### src/rtl/vpic.sv
module vpic #(
  parameter int NSRC = 4,
  parameter logic [7:0] VERSION = 8'h02
) (
  input  logic            clk,
  input  logic            rst_n,
  input  logic [NSRC-1:0] irq_in,
  input  logic            bus_sel,
  input  logic            bus_we,
  input  logic [7:0]      bus_addr,
  input  logic [31:0]     bus_wdata,
  output logic [31:0]     bus_rdata,
  output logic            irq_out
);
  localparam int IW = (NSRC > 1) ? $clog2(NSRC) : 1;

  logic [NSRC-1:0] mask, sense, pol, dest, edge_q, in_q, insvc;
  logic [3:0]      pri [NSRC];
  logic [7:0]      vec [NSRC];
  logic [3:0]      tpri;
  logic [7:0]      spur;
  logic            soft_rst;

  logic [NSRC-1:0] edge_ev, lvl_act, pend, qual;
  logic [IW-1:0]   win, eidx;
  logic [3:0]      wpri, ipri;
  logic            found;

  assign edge_ev = (pol & irq_in & ~in_q) | (~pol & ~irq_in & in_q);
  assign lvl_act = ~(irq_in ^ pol);
  assign pend    = (sense & lvl_act & ~insvc) | (~sense & edge_q);

  always_comb begin
    ipri = '0;
    eidx = '0;
    for (int i = NSRC - 1; i >= 0; i--)
      if (insvc[i] && pri[i] >= ipri) begin
        ipri = pri[i];
        eidx = IW'(i);
      end
  end

  always_comb begin
    wpri  = '0;
    win   = '0;
    found = 1'b0;
    for (int i = NSRC - 1; i >= 0; i--) begin
      qual[i] = ~mask[i] & pend[i] & dest[i] & (pri[i] > tpri) & (pri[i] > ipri);
      if (qual[i] && pri[i] >= wpri) begin
        wpri  = pri[i];
        win   = IW'(i);
        found = 1'b1;
      end
    end
  end

  assign irq_out = found;

  logic [7:0]    soff;
  logic          sel_src;
  logic [IW-1:0] sidx;
  logic          wr, ack_rd, eoi_wr;

  assign soff    = bus_addr - 8'd16;
  assign sel_src = (bus_addr >= 8'd16) && ({1'b0, soff} < 9'(2 * NSRC));
  assign sidx    = soff[IW:1];
  assign wr      = bus_sel & bus_we;
  assign ack_rd  = bus_sel & ~bus_we & (bus_addr == 8'd4);
  assign eoi_wr  = wr & (bus_addr == 8'd5);

  always_comb begin
    bus_rdata = '0;
    if (sel_src) begin
      if (soff[0]) bus_rdata = {31'b0, dest[sidx]};
      else bus_rdata = {mask[sidx], pend[sidx] | insvc[sidx], 12'b0, sense[sidx],
                        pol[sidx], 4'b0, pri[sidx], vec[sidx]};
    end else begin
      case (bus_addr)
        8'd0: bus_rdata = {31'b0, soft_rst};
        8'd1: bus_rdata = {5'b0, 11'(NSRC - 1), 8'd0, VERSION};
        8'd2: bus_rdata = {24'b0, spur};
        8'd3: bus_rdata = {28'b0, tpri};
        8'd4: bus_rdata = {24'b0, found ? vec[win] : spur};
        default: bus_rdata = '0;
      endcase
    end
  end

  always_ff @(posedge clk or negedge rst_n) begin
    if (!rst_n) begin
      in_q     <= '0;
      soft_rst <= 1'b0;
      tpri     <= 4'hF;
      spur     <= 8'hFF;
      mask     <= '1;
      sense    <= '1;
      pol      <= '0;
      dest     <= '0;
      edge_q   <= '0;
      insvc    <= '0;
      for (int i = 0; i < NSRC; i++) begin
        pri[i] <= '0;
        vec[i] <= '0;
      end
    end else begin
      in_q <= irq_in;
      if (soft_rst) begin
        soft_rst <= 1'b0;
        tpri     <= 4'hF;
        spur     <= 8'hFF;
        mask     <= '1;
        sense    <= '1;
        pol      <= '0;
        dest     <= '0;
        edge_q   <= '0;
        insvc    <= '0;
        for (int i = 0; i < NSRC; i++) begin
          pri[i] <= '0;
          vec[i] <= '0;
        end
      end else begin
        edge_q <= edge_q | (edge_ev & ~sense);
        if (ack_rd && found) begin
          insvc[win]  <= 1'b1;
          edge_q[win] <= 1'b0;
        end
        if (eoi_wr && |insvc) insvc[eidx] <= 1'b0;
        if (wr && sel_src) begin
          if (soff[0]) dest[sidx] <= bus_wdata[0];
          else begin
            mask[sidx]  <= bus_wdata[31];
            sense[sidx] <= bus_wdata[17];
            pol[sidx]   <= bus_wdata[16];
            pri[sidx]   <= bus_wdata[11:8];
            vec[sidx]   <= bus_wdata[7:0];
          end
        end
        if (wr && bus_addr == 8'd0 && bus_wdata[0]) soft_rst <= 1'b1;
        if (wr && bus_addr == 8'd2) spur <= bus_wdata[7:0];
        if (wr && bus_addr == 8'd3) tpri <= bus_wdata[3:0];
      end
    end
  end
endmodule

### config.mk
export PLATFORM = sky130hd
export DESIGN_NAME = vpic
export DESIGN_NICKNAME = d
export VERILOG_FILES = /design/src/rtl/vpic.sv
export SDC_FILE = /design/constraint.sdc
export NUM_CORES = 1
export LEC_CHECK = 0
export ABC_AREA = 1
export BUFFER_PORTS_ARGS = -buffer_cell sky130_fd_sc_hd__buf_2
export CAP_MARGIN = 20
export CELL_PAD_IN_SITES_DETAIL_PLACEMENT = 1
export CELL_PAD_IN_SITES_GLOBAL_PLACEMENT = 2
export CORE_ASPECT_RATIO = 0.9
export CORE_MARGIN = 3
export CORE_UTILIZATION = 31
export DETAILED_ROUTE_END_ITERATION = 16
export GPL_TIMING_DRIVEN = 0
export PLACE_DENSITY_LB_ADDON = 0.1
export SLEW_MARGIN = 10
export SYNTH_ARGS = -nofsm -noshare
export SYNTH_HDL_FRONTEND = slang
export SYNTH_SLANG_ARGS = --single-unit
### constraint.sdc
create_clock -name clk -period 8.7 [get_ports clk]
set_input_delay 0.87 -clock clk [delete_from_list [all_inputs] [get_ports clk]]
set_output_delay 0.87 -clock clk [all_outputs]
set_load 0.005 [all_outputs]
# [After elaboration in Yosys (flattened, before gate mapping)]
# Cells that the tools add are included.
[totals] wordCells=220 output_inout_bits=33 in_bits=48 ff_bits=89
[op_classes] order_cmp=26 n_bitwise=51 n_reduce_logical=28 addsub=1 mux=90 n_eq_ne=6
[ops] cell="$mux W32" count=5
[ops] cell="$mux W4" count=30
[ops] cell="$pmux W18 S5" count=1
[ops] cell="$mux W8" count=8
[ops] cell="$mux W16" count=3
[ops] cell="$and A4 B4 Y4" count=10
[ops] cell="$bmux W8 S2" count=2
[ops] cell="$bwmux W32" count=1
[ops] cell="$gt A4 B4 Y1" count=8
[ops] cell="$not A4 Y4" count=8
[ops] cell="$ge A4 B4 Y1" count=6
[ops] cell="$and A1 B1 Y1" count=20
[ops] cell="$logic_and A1 B1 Y1" count=20
[ops] cell="$bwmux W16" count=1
[ops] cell="$bwmux W4" count=4
[ops] cell="$demux W8 S2" count=1
[ops] cell="$eq A8 B2 Y1 const B" count=2
[ops] cell="$eq A8 B3 Y1 const B" count=2
[ops] cell="$mux W2" count=8
[ops] cell="$or A4 B4 Y4" count=4
[ops] cell="$mux W1" count=15
[ops] cell="$bmux W1 S2" count=6
[ops] cell="$lt A2 B3 Y1 const B" count=3
[ops] cell="$bmux W4 S2" count=1
[ops] cell="19 further kinds" count=33

# [Depth between registers and ports, before layout]
# Gate-level depths: netlist of run 1.
[logic_depth] ltp_word=35 ltp_mapped=84

# [Least setup slack after synthesis of run 1]
# Ideal clock, no wire load.
[synth_timing] kind="register -> output" start="reg insvc[3]" end="out bus_rdata[1]" t_required_ns=7.830 path_buffers=2 t_arrival_ns=8.174 setup_slack_ns=-0.344 path_stages_with_launch=74 path_cell_list="dfrtp_1 -> buf_2 -> nand2_1 -> ha_1 -> a21oi_2 -> nand3_2 -> nand2_4 -> nand2_1 -> o22ai_1 -> ha_1 -> o21ai_1 -> nand2_1 -> o21ai_0 -> inv_1 -> nand2_2 -> nand2_4 -> nand2_8 -> o21ai_0 -> [... 38 more ...] -> nand2_1 -> o21ai_0 -> ha_1 -> a21boi_0 -> o21ai_0 -> nand2_1 -> a21oi_1 -> nor2_1 -> nand3_1 -> a21oi_2 -> inv_1 -> buf_1 -> nand2_2 -> nand3_1 -> nand3_1 -> nand2_1 -> nand2_1 -> nand3_1"
[synth_via] elab_chain_cells=31
[synth_rtl] element="start: declaration" line="17" source="logic [NSRC-1:0] mask, sense, pol, dest, edge_q, in_q, insvc;"
[synth_rtl] element="start signal: assignment" line="100" source="insvc <= '0;"
[synth_rtl] element="start signal: assignment" line="116" source="insvc <= '0;"
[synth_rtl] element="start signal: indexed assignment" line="124" source="insvc[win] <= 1'b1;"
[synth_rtl] element="$logic_and A1 B1 Y1" line="37" source="if (insvc[i] && pri[i] >= ipri) begin"
[synth_rtl] element="$mux W4" line="37"
[synth_rtl] element="$ge A4 B4 Y1" line="37"
[synth_rtl] element="$logic_and A1 B1 Y1" line="37"
[synth_rtl] element="$mux W4" line="37"
[synth_rtl] element="$ge A4 B4 Y1" line="37"
[synth_rtl] element="$logic_and A1 B1 Y1" line="37"
[synth_rtl] element="$mux W4" line="37"
[synth_rtl] element="[... 14 more ...]"
[synth_rtl] element="$logic_and A1 B1 Y1" line="49" source="if (qual[i] && pri[i] >= wpri) begin"
[synth_rtl] element="$mux W2" line="49"
[synth_rtl] element="$not A2 Y3 (implied by the code)" line="83" source="8'd4: bus_rdata = {24'b0, found ? vec[win] : spur};"
[synth_rtl] element="$bmux W8 S2" line="83"
[synth_rtl] element="$mux W8 (implied by the code) (2 in a row)" line="83"
[synth_rtl] element="$mux W8 (*)" line="83"
[synth_rtl] element="$pmux W18 S5 (*)" line="78" source="case (bus_addr)"
[synth_rtl] element="$mux W32 (*)" line="73" source="if (sel_src) begin"
[synth_rtl] element="end: declaration" line="12" source="output logic [31:0] bus_rdata,"
# Mark *: on every way between the ends. The rest lies on a longest branch, timed or not. The select of a mux whose other input is x is not followed.

# [Worst setup path after layout of run 1]
[layout_timing] start="reg insvc[3]" end="out bus_rdata[0]"
# The elaborated chain is that of the path after synthesis.

==> results of run 1 <==
-- cell type report --
class / instances / area [um^2] / area share, %
multi-input cells: 613 / 4140 / 47.0
flip-flops and latches: 89 / 2260 / 25.6
repair buffers: 117 / 867 / 9.84
inverters: 158 / 599 / 6.80
well taps: 286 / 358 / 4.06
clock buffers: 12 / 246 / 2.80
plain buffers: 40 / 231 / 2.63
clock inverters: 4 / 98.8 / 1.12
repair inverters: 1 / 7.51 / 0.0852
-- cells by family after synthesis --
kind of cell               Yosys count  synth area share [%]
other                                1                0.0566
and+or+nand+nor                    328                  23.2
buffers and inverters              198                  12.3
muxes                                1                 0.170
DFF                                 89                  34.0
AOI/OAI and AO/OA                  210                  19.3
adders and majority gates           58                  11.0
-- what timing repair did --
| action | CTS | global route |
|---|---|---|
| pin swaps | 55 | 71 |
| gates resized for setup | 78 | 62 |
| cloned | 2 | 1 |
| endpoints found under the setup margin | 17 | 17 |
| setup buffers | 51 | 17 |
-- routing by layer --
layer / share of wire [%] / wire length [um] / global-route usage (%) / up-vias
li1: - / - / - / 3251
met1: 49 / 14000 / 35.6 / 3350
met2: 45 / 13000 / 39.1 / 149
met3: 4.4 / 1280 / 3.61 / 30
met4: 1.3 / 378 / 4.57 / 0
met5: 0 / 0 / 0 / -
-- worst max-delay path, delay by kind of cell, from the launching register on --
| kind | cells | cell delay (ns) |
|---|---|---|
| fa+ha+maj | 7 | 1.91 |
| simple gates | 38 | 3.20 |
| compound gates | 20 | 2.02 |
| buf+inv | 14 | 1.26 |
| flops | 1 | 0.37 |
-- through the flow --
stage               setup WS, ns  utilization (%)  cells
floorplan                0.00783                -    900
global placement           -1.99             35.1   1233
detailed placement         -2.11             35.2   1234
CTS                        -1.48             40.2   1303
global route               -1.90             42.2   1320
finish                     -1.29             42.2   1320
-- worst max path at each step --
| stage | start | end | slack [ns] | cells after the start |
|---|---|---|---|---|
| floorplan | insvc[3] | bus_rdata[7] | 0.008 | 77 |
| global placement | pri[4] | bus_rdata[3] | -1.99 | 74 |
| detailed placement | pri[4] | bus_rdata[3] | -2.11 | 75 |
| CTS | insvc[3] | bus_rdata[0] | -1.48 | 80 |
| global route | insvc[3] | bus_rdata[2] | -1.90 | 78 |
| finish | insvc[3] | bus_rdata[0] | -1.29 | 79 |
-- power groups by stage --
| stage | Combinational [mW] | Sequential, mW | Clock [mW] |
|---|---|---|---|
| final | 0.143 | 0.451 | 0.472 |
| after global routing | 0.161 | 0.453 | 0.498 |
| after detailed placement | 0.131 | 0.459 | 0 |
| after floorplan | 0.0776 | 0.453 | 0 |
| after CTS | 0.140 | 0.451 | 0.480 |
| after global placement | 0.127 | 0.459 | 0 |
-- flip-flops by register name (all words and copies together), names as in the netlist --
| name | cells |
|---|---|
| dest | 4 |
| edge_q | 4 |
| in_q | 4 |
| insvc | 4 |
| mask | 4 |
| pol | 4 |
| pri | 16 |
| sense | 4 |
| soft_rst | 1 |
| spur | 8 |
| tpri | 4 |
| vec | 32 |
-- placed cells by master, fill, tap and decap left out, drive strengths merged, types with 2 or more instances in the layout --
cell type and count:
nor4 2, and3 2, dfstp 20, buf 136
o21ai 69, o31ai 5, o21bai 2, a221oi 9
clkinvlp 2, o2111ai 5, a21oi 37, o22ai 65
a22oi 3, nand4 15, dfrtp 69, a211oi 3
nor2 63, o211ai 7, bufinv 3, ha 58
nand3 58, clkbuf 33, clkinv 2, conb 16
inv 156, a21boi 2, nand2 178, nor3 9
==> reports/metrics.csv, run 1 <==
stage,metric,value,unit
status,outcome,"finished, violations left",
status,violations,setup timing,
floorplan,floorplan.rows,50,
routing,route.vias.total,6780,
sta,slew_headroom,19.6,%
setup_path,path_max_fanout,7,
routing,drt_pass1_iterations,5,
setup_path,timing.setup.critical_path_class,flop to output pin,
floorplan,floorplan.io_pins,81,
placed_design,place_area,7360,um^2
power,power.density_cell_area,121,nW/um^2
setup_path,crit-reg2reg-launch,insvc[3],
setup_path,regToRegSetupSlack,0.03,ns
clocking,clock_buffers_created_by_tritoncts,9,
clocking,path_clk_slew,0.07,ns
grt,groute.usage.overall,24.5,%
setup_path,cp-start-kind,flop,
min_path,whs_endpoint,vec[16],
finish,finish.instance_area,8810,um^2
placed_design,post-dp-hpwl,20100,um
grt,number_of_antenna_violations_at_the_first_check_in_global_routing,0,
sta,final.setup.tns,-11.07,ns
sta,hold_violations,0,
sta,drv_slew,0,
setup_path,cpPeakStageDelay,0.37,ns
setup_path,cpMaxStageDelayCell,dfrtp_1,
logic_synthesis,ys_top_cells_by_area,"dfrtp_1 26%, ha_1 11%, nand2_1 8.8%",
floorplan,core_region_area,20900,um^2
grt,global_route_wire_length_before_repair,42800,um
power,total_leakage_power,4.12,nW
min_path,holdCritStartpoint,vec[16],
clocking,h-tree-depth,3,
setup_path,r2r.worst_path.cells,77,
sta,final.setup.worst_slack,-1.29,ns
placed_design,gp_congestion,0.821,
flow_run,maxCapViolations,0,
logic_synthesis,yosys_warnings,0,
logic_synthesis,yosys.cell_count.top_type,nand2_1,
routing,drcViolationCount,0,
power,pwr-share-comb,13.4,%
routing,detail_route.wl_per_cell,21.7,um
sta,whs,0.497,ns
grt,grt_start_max_net_pins,48,
logic_synthesis,synthArstFlopShare,100,%
min_path,type_of_the_tightest_min_delay_check,flop to flop,
logic_synthesis,post_synth_instance_area,6620,um^2
grt,grt-ovfl-total,0,
logic_synthesis,synth_top_area_share,26.1,%
logic_synthesis,count_of_flip_flops_with_a_built_in_enable_after_synthesis,0,
logic_synthesis,synthCells,885,
clocking,cts_tree,yes,
sta,min_period,9.99,ns
floorplan,dieHeight,145,um
logic_synthesis,cell_accounting_for_the_most_synthesized_area,dfrtp_1,
logic_synthesis,seq_area_frac_synth,34.0,%
sta,layout_worst_path_cycle_share,115,%
sta,tightest_slew,1.20,ns
finish,nFillCells,2582,
routing,vias_per_cell,5.14,
setup_path,element_type_at_the_critical_path_end,output pin,
sta,setup_viol_count_final,9,
sta,clock-skew-final,0.00628,ns
setup_path,timing.critical_path.required,7.83,ns
routing,detail-route-antenna-nets,0,
setup_path,worst-endpoint-arrival,9.12,ns
finish,n_antenna_cell,0,
sta,rsz0062_at_grt,true,
power,vdd_ir_drop_max,0.0000817,V
finish,area.growth.synth_to_final,33.0,%
clocking,cts-root-to-sink-buffers,2,
routing,finalWirelength,28700,um
power,cell_internal_pwr,776,uW
floorplan,floorplan.die.width,160,um
logic_synthesis,synth_commonest_cells,"156 x nand2_1, 150 x inv_1, 69 x dfrtp_1",
power,report.power.total,1.07,mW
power,swShare,27.2,%
placed_design,port_buffers,47,
power,switchingPower,290,uW
grt,first_global_vias,6905,
clocking,root_buffer,clkbuf_16,
floorplan,die-area,23200,um^2
floorplan,start_util,31.7,%
logic_synthesis,yosys_most_used_dff,dfrtp_1,
clocking,clk_latency,0.36,ns
routing,drt_first_iter_violations,394,
finish,design.final.nets,1135,
clocking,cts_hold_buf,0,
sta,timing.fmax,100,MHz
setup_path,timing.rr.end,insvc[1],
logic_synthesis,postSynthRegisterBits,89,
min_path,worst_hold_path.num_cells,2,
finish,layout-drive-gt1-share,30.7,%
logic_synthesis,yosysUniqueCellTypes,46,
logic_synthesis,synthesis.area_per_instance,7.48,um^2
power,clock_power_share,44.3,%
power,power.sequential.fraction,42.3,%
clocking,clock_sink_count,89,
No activity file was read; power rests on OpenSTA's default activity.
==> inputs of run 2 (changes only) <==
- PLACE_DENSITY: not set -> 0.79
- PLACE_DENSITY_LB_ADDON: 0.1 -> not set
- clock period: 8.7 -> 8.8 ns (I/O delays scaled with it)
==> run 2 against run 1 <==
The run still ends with setup timing left. Wire length down 1.3%. Final area up 0.58%. Critical path depth up 2. Combinational power about the same. Global-route usage down 0.40 points. Critical endpoint is now bus_rdata[4]. Largest cell class unchanged. Largest power group is now registers.
==> reports/metrics.csv, run 2 (synthesis gave the netlist of run 1 again) <==
stage,metric,value,unit
clocking,cts_tree,yes,
setup_path,cpPeakStageDelay,0.37,ns
sta,layout_worst_path_cycle_share,115,%
finish,most_flops_register,vec,
routing,vias_per_cell,5.31,
routing,drt_pass1_iterations,5,
power,total_leakage_power,4.17,nW
grt,global_route_wire_length_before_repair,42300,um
clocking,h-tree-depth,3,
placed_design,port_buffers,47,
status,violations,setup timing,
min_path,type_of_the_tightest_min_delay_check,flop to flop,
setup_path,cpMaxStageDelayCell,dfrtp_1,
clocking,clock_sink_count,89,
grt,number_of_antenna_violations_at_the_first_check_in_global_routing,0,
placed_design,gp_congestion,0.842,
sta,min_period,10.09,ns
routing,detail_route.wl_per_cell,21.3,um
sta,clock-skew-final,0.0121,ns
setup_path,cp_common_cell,nand2_1,
clocking,cts-root-to-sink-buffers,2,
setup_path,timing.rr.end,insvc[2],
finish,layout_commonest_cell,inv_1,
finish,final_core_utilization,42.4,%
routing,drcViolationCount,0,
routing,finalWirelength,28300,um
setup_path,regToRegSetupSlack,-0.16,ns
routing,drt_first_iter_violations,529,
floorplan,floorplan.io_pins,81,
finish,design.final.nets,1143,
routing,route.vias.total,7052,
finish,number_of_non_filler_instances_in_the_completed_layout,1328,
placed_design,post-dp-hpwl,19400,um
finish,area.growth.synth_to_final,33.8,%
finish,final_cell_mix,"143 x inv_1, 135 x nand2_1, 78 x buf_4",
placed_design,dp_slack,-2.13,ns
power,power.density_cell_area,113,nW/um^2
sta,drv_slew,0,
setup_path,worst-endpoint-arrival,9.21,ns
setup_path,timing.critical_path.required,7.92,ns
grt,grt-ovfl-total,0,
sta,timing.fmax,99.1,MHz
floorplan,floorplan.die.width,160,um
sta,slew_headroom,24.3,%
finish,layout-drive-gt1-share,30.6,%
min_path,whs_endpoint,spur[2],
grt,grt_start_max_net_pins,51,
setup_path,element_type_at_the_critical_path_end,output pin,
sta,setup_viol_count_final,13,
setup_path,timing.setup.critical_path_class,flop to output pin,
placed_design,post-place-cells,1234,
grt,gr-max-usage-layer,met2,
setup_path,r2r.worst_path.cells,77,
sta,tightest_slew,1.13,ns
setup_path,crit-reg2reg-launch,insvc[3],
setup_path,path_max_fanout,8,
clocking,root_buffer,clkbuf_16,
floorplan,die-area,23200,um^2
flow_run,maxCapViolations,0,
clocking,path_clk_slew,0.07,ns
grt,use_met1,33.9,%
min_path,worst_hold_path.num_cells,2,
sta,final.setup.worst_slack,-1.29,ns
setup_path,cp-start-kind,flop,
finish,largest_register_ff_count,32,
power,vdd_ir_drop_max,0.0000963,V
clocking,clock_buffers_created_by_tritoncts,9,
clocking,cts_hold_buf,0,
routing,detail-route-antenna-nets,0,
floorplan,floorplan.rows,50,
grt,globalRouteMet2Util,37.9,%
floorplan,start_util,31.7,%
grt,groute.usage.overall,24.1,%
floorplan,dieHeight,145,um
sta,hold_violations,0,
grt,first_global_vias,7017,
finish,n_antenna_cell,0,
sta,rsz0062_at_grt,true,
sta,whs,0.514,ns
clocking,clk_latency,0.36,ns
floorplan,core_region_area,20900,um^2
grt,grt_util_met3,4.67,%
finish,reg_top3,"vec (32), pri (16), spur (8)",
status,outcome,"finished, violations left",
min_path,holdCritStartpoint,spur[2],
run 2: worst max-delay path by stage:
stage	cells after the start	startpoint	end
floorplan	77	insvc[3]	bus_rdata[7]
global placement	75	pri[4]	bus_rdata[0]
finish	81	insvc[3]	bus_rdata[4]
global route	81	insvc[3]	bus_rdata[0]
CTS	81	insvc[3]	bus_rdata[0]
detailed placement	76	pri[4]	bus_rdata[0]
run 2: cell type report:
| class | count | area [um^2] |
|---|---|---|
| Fill cell | 2580 | 12000 |
| Multi-Input combinational cell | 614 | 4160 |
| Sequential cell | 89 | 2260 |
| Clock inverter | 4 | 51.3 |
| Buffer | 40 | 234 |
| Timing Repair Buffer | 125 | 943 |
| Tap cell | 286 | 358 |
| Inverter | 158 | 604 |
| Clock buffer | 12 | 256 |
run 2: power breakdown:
part	switching, mW	internal [mW]
Sequential	0.0135	0.433
Clock	0.176	0.236
Combinational	0.0933	0.0471
run 2: per-stage QoR:
| stage | TNS (ns) | total power [mW] | area (um^2) |
|---|---|---|---|
| 2_1_floorplan | 0 | 0.525 | 6730 |
| 3_3_place_gp | -22.65 | 0.576 | 7320 |
| 3_5_place_dp | -26.13 | 0.581 | 7350 |
| 4_1_cts | -10.81 | 1.00 | 8450 |
| 5_1_grt | -19.84 | 1.05 | 8860 |
| 6_report | -11.28 | 0.999 | 8860 |
run 2: repair_timing:
item                       in CTS  in global routing
pin swaps                      46                 43
resized for setup              83                 68
setup endpoints to repair      17                 17
cloned                          3                  0
setup buffers                  56                 21
run 2: critical path, delay by kind of cell, from the launching register on:
family                     cells  cell delay [ns]
DFF                            1             0.37
adders and majority gates      7             1.76
buffers and inverters         14             1.21
and+or+nand+nor               40             3.42
AOI/OAI and AO/OA             20             2.03
run 2: routing by layer:
layer | wire length (um) | part of all wire [%]
met5 | 0 | 0
met4 | 586 | 2.1
met3 | 1700 | 6.0
met2 | 12700 | 45
met1 | 13300 | 47
==> inputs of run 3 (changes only) <==
- CORE_UTILIZATION: 31 -> 32
- CTS_BUF_LIST: not set -> sky130_fd_sc_hd__clkbuf_4 sky130_fd_sc_hd__clkbuf_8
- PLACE_DENSITY: 0.79 -> 0.82
==> run 3 against run 2 <==
The flow still finishes with violations (setup timing). Register-to-register slack improved by 0.28 ns. Via count decreased by 2.1%. First-iteration DRC count decreased by 16%. Worst hold slack got worse by 0.074 ns. Die area decreased by 3.0%. Sequential cell count unchanged. Critical path depth decreased by 4. Clock skew increased by 0.0070 ns.
==> reports/metrics.csv, run 3 (synthesis gave the netlist of run 1 again) <==
stage,metric,value,unit
status,outcome,"finished, violations left",
status,violations,setup timing,
finish,layout_commonest_cell,inv_1,
sta,slew_headroom,16.6,%
clocking,root_buffer,clkbuf_8,
sta,layout_worst_path_cycle_share,114,%
placed_design,post-dp-hpwl,19000,um
setup_path,crit-reg2reg-launch,insvc[3],
placed_design,gp_congestion,0.880,
sta,hold_violations,0,
finish,design.final.nets,1125,
setup_path,path_delay_family,simple AND/OR/NAND/NOR gates,
routing,detail-route-antenna-nets,0,
floorplan,floorplan.io_pins,81,
finish,final_core_utilization,42.0,%
setup_path,cp_common_cell,nand2_1,
grt,number_of_antenna_violations_at_the_first_check_in_global_routing,0,
routing,drcViolationCount,0,
power,total_leakage_power,4.01,nW
routing,drt_first_iter_violations,447,
power,power.density_cell_area,104,nW/um^2
setup_path,cpMaxStageDelayCell,dfrtp_1,
setup_path,worst-endpoint-arrival,9.15,ns
finish,nFillCells,2529,
routing,vias_per_cell,5.40,
sta,setup_viol_count_final,9,
grt,groute.usage.overall,24.2,%
power,vdd_ir_drop_max,0.0000680,V
clocking,clk_latency,0.41,ns
finish,final_cell_mix,"141 x inv_1, 133 x nand2_1, 67 x buf_4",
grt,grt_start_max_net_pins,54,
floorplan,floorplan.rows,49,
sta,min_period,10.03,ns
sta,final.setup.worst_slack,-1.23,ns
setup_path,timing.critical_path.from,insvc[3],
setup_path,worstPathBufferInverterCount,11,
routing,finalWirelength,26900,um
routing,detail_route.wl_per_cell,21.1,um
floorplan,floorplan.die.width,158,um
sta,rsz0062_at_grt,true,
sta,drv_slew,0,
setup_path,cpPeakStageDelay,0.39,ns
setup_path,path_max_fanout,8,
clocking,h-tree-depth,3,
grt,first_global_vias,6988,
finish,area.growth.synth_to_final,27.9,%
clocking,cts_tree,yes,
finish,most_flops_register,vec,
sta,tightest_slew,1.24,ns
min_path,type_of_the_tightest_min_delay_check,input pin to asynchronous set/reset pin,
routing,drt_pass1_iterations,5,
finish,n_antenna_cell,0,
floorplan,start_util,32.8,%
floorplan,die-area,22500,um^2
finish,largest_register_ff_count,32,
clocking,cts_hold_buf,0,
sta,clock-skew-final,0.0192,ns
sta,timing.fmax,99.7,MHz
clocking,clock_sink_count,89,
placed_design,dp_slack,-2.03,ns
power,report.power.total,877,uW
finish,layout-drive-gt1-share,29.1,%
floorplan,dieHeight,142,um
floorplan,core_region_area,20200,um^2
flow_run,maxCapViolations,0,
grt,global_route_wire_length_before_repair,40900,um
finish,reg_top3,"vec (32), pri (16), spur (8)",
grt,grt-ovfl-total,0,
setup_path,element_type_at_the_critical_path_end,output pin,
clocking,path_clk_slew,0.10,ns
setup_path,timing.setup.critical_path_class,flop to output pin,
clocking,clock_buffers_created_by_tritoncts,9,
placed_design,post-place-cells,1203,
setup_path,cp-start-kind,flop,
clocking,cts-root-to-sink-buffers,2,
placed_design,port_buffers,47,
routing,route.vias.total,6904,
setup_path,timing.critical_path.required,7.92,ns
finish,number_of_non_filler_instances_in_the_completed_layout,1279,
## run 3: changes by cell type in the layout (fill, tap and decap cells not counted), moves of 4 or more
cell       delta
buf_4        -11
clkbuf_16     -9
clkbuf_8      +8
buf_6         -6
nor2_2        -4
## run 3: path summary, 6_finish.rpt
| path | end | slack (ns) | depth (start not counted) |
|---|---|---|---|
| max | bus_rdata[0] | -1.23 | 77 |
| min | dest[0] | 0.44 | 1 |
| max reg2reg | insvc[0] | 0.12 | 76 |
| min reg2reg | vec[16] | 0.51 | 2 |
| max in group asynchronous | sense[3] | 7.65 | 2 |
| min in group clk | vec[16] | 0.51 | 2 |
## run 3: stage by stage
stage	setup TNS (ns)	hold slack (ns)	instance area, um^2
after floorplan	0	0.453	6730
after global placement	-21.20	0.479	7290
after detailed placement	-24.32	0.479	7320
after CTS	-11.69	0.450	8150
after global routing	-19.94	0.476	8470
final	-10.40	0.440	8470
## run 3: layout make-up
type / instances / area (um^2) / share of cell area (%)
Buffer: 40 / 234 / 2.76
Clock buffer: 10 / 138 / 1.62
Clock inverter: 6 / 48.8 / 0.576
Inverter: 158 / 602 / 7.10
Multi-Input combinational cell: 613 / 4100 / 48.3
Sequential cell: 89 / 2260 / 26.7
Tap cell: 255 / 319 / 3.77
Timing Repair Buffer: 108 / 776 / 9.16
## run 3: report_power, final
| part | switching, mW | total, mW | internal [mW] |
|---|---|---|---|
| logic | 0.0920 | 0.139 | 0.0468 |
| registers | 0.0130 | 0.446 | 0.433 |
| clock network | 0.178 | 0.292 | 0.115 |
| total | 0.283 | 0.877 | 0.594 |
## run 3: repair_timing
item                       CTS  global route
buffers inserted            45            15
resized for setup           73            59
cloned                       2             0
setup endpoints to repair   17            17
pin swaps                   44            73
## run 3: routing by layer
layer | up-vias | track usage, % | wire, um | share of wire (%)
li1 | 3227 | - | - | -
met2 | 199 | 38.2 | 12100 | 45
met5 | - | 0 | 0 | 0
met1 | 3449 | 34.4 | 12700 | 47
met3 | 29 | 4.99 | 1660 | 6.2
met4 | 0 | 5.11 | 395 | 1.5
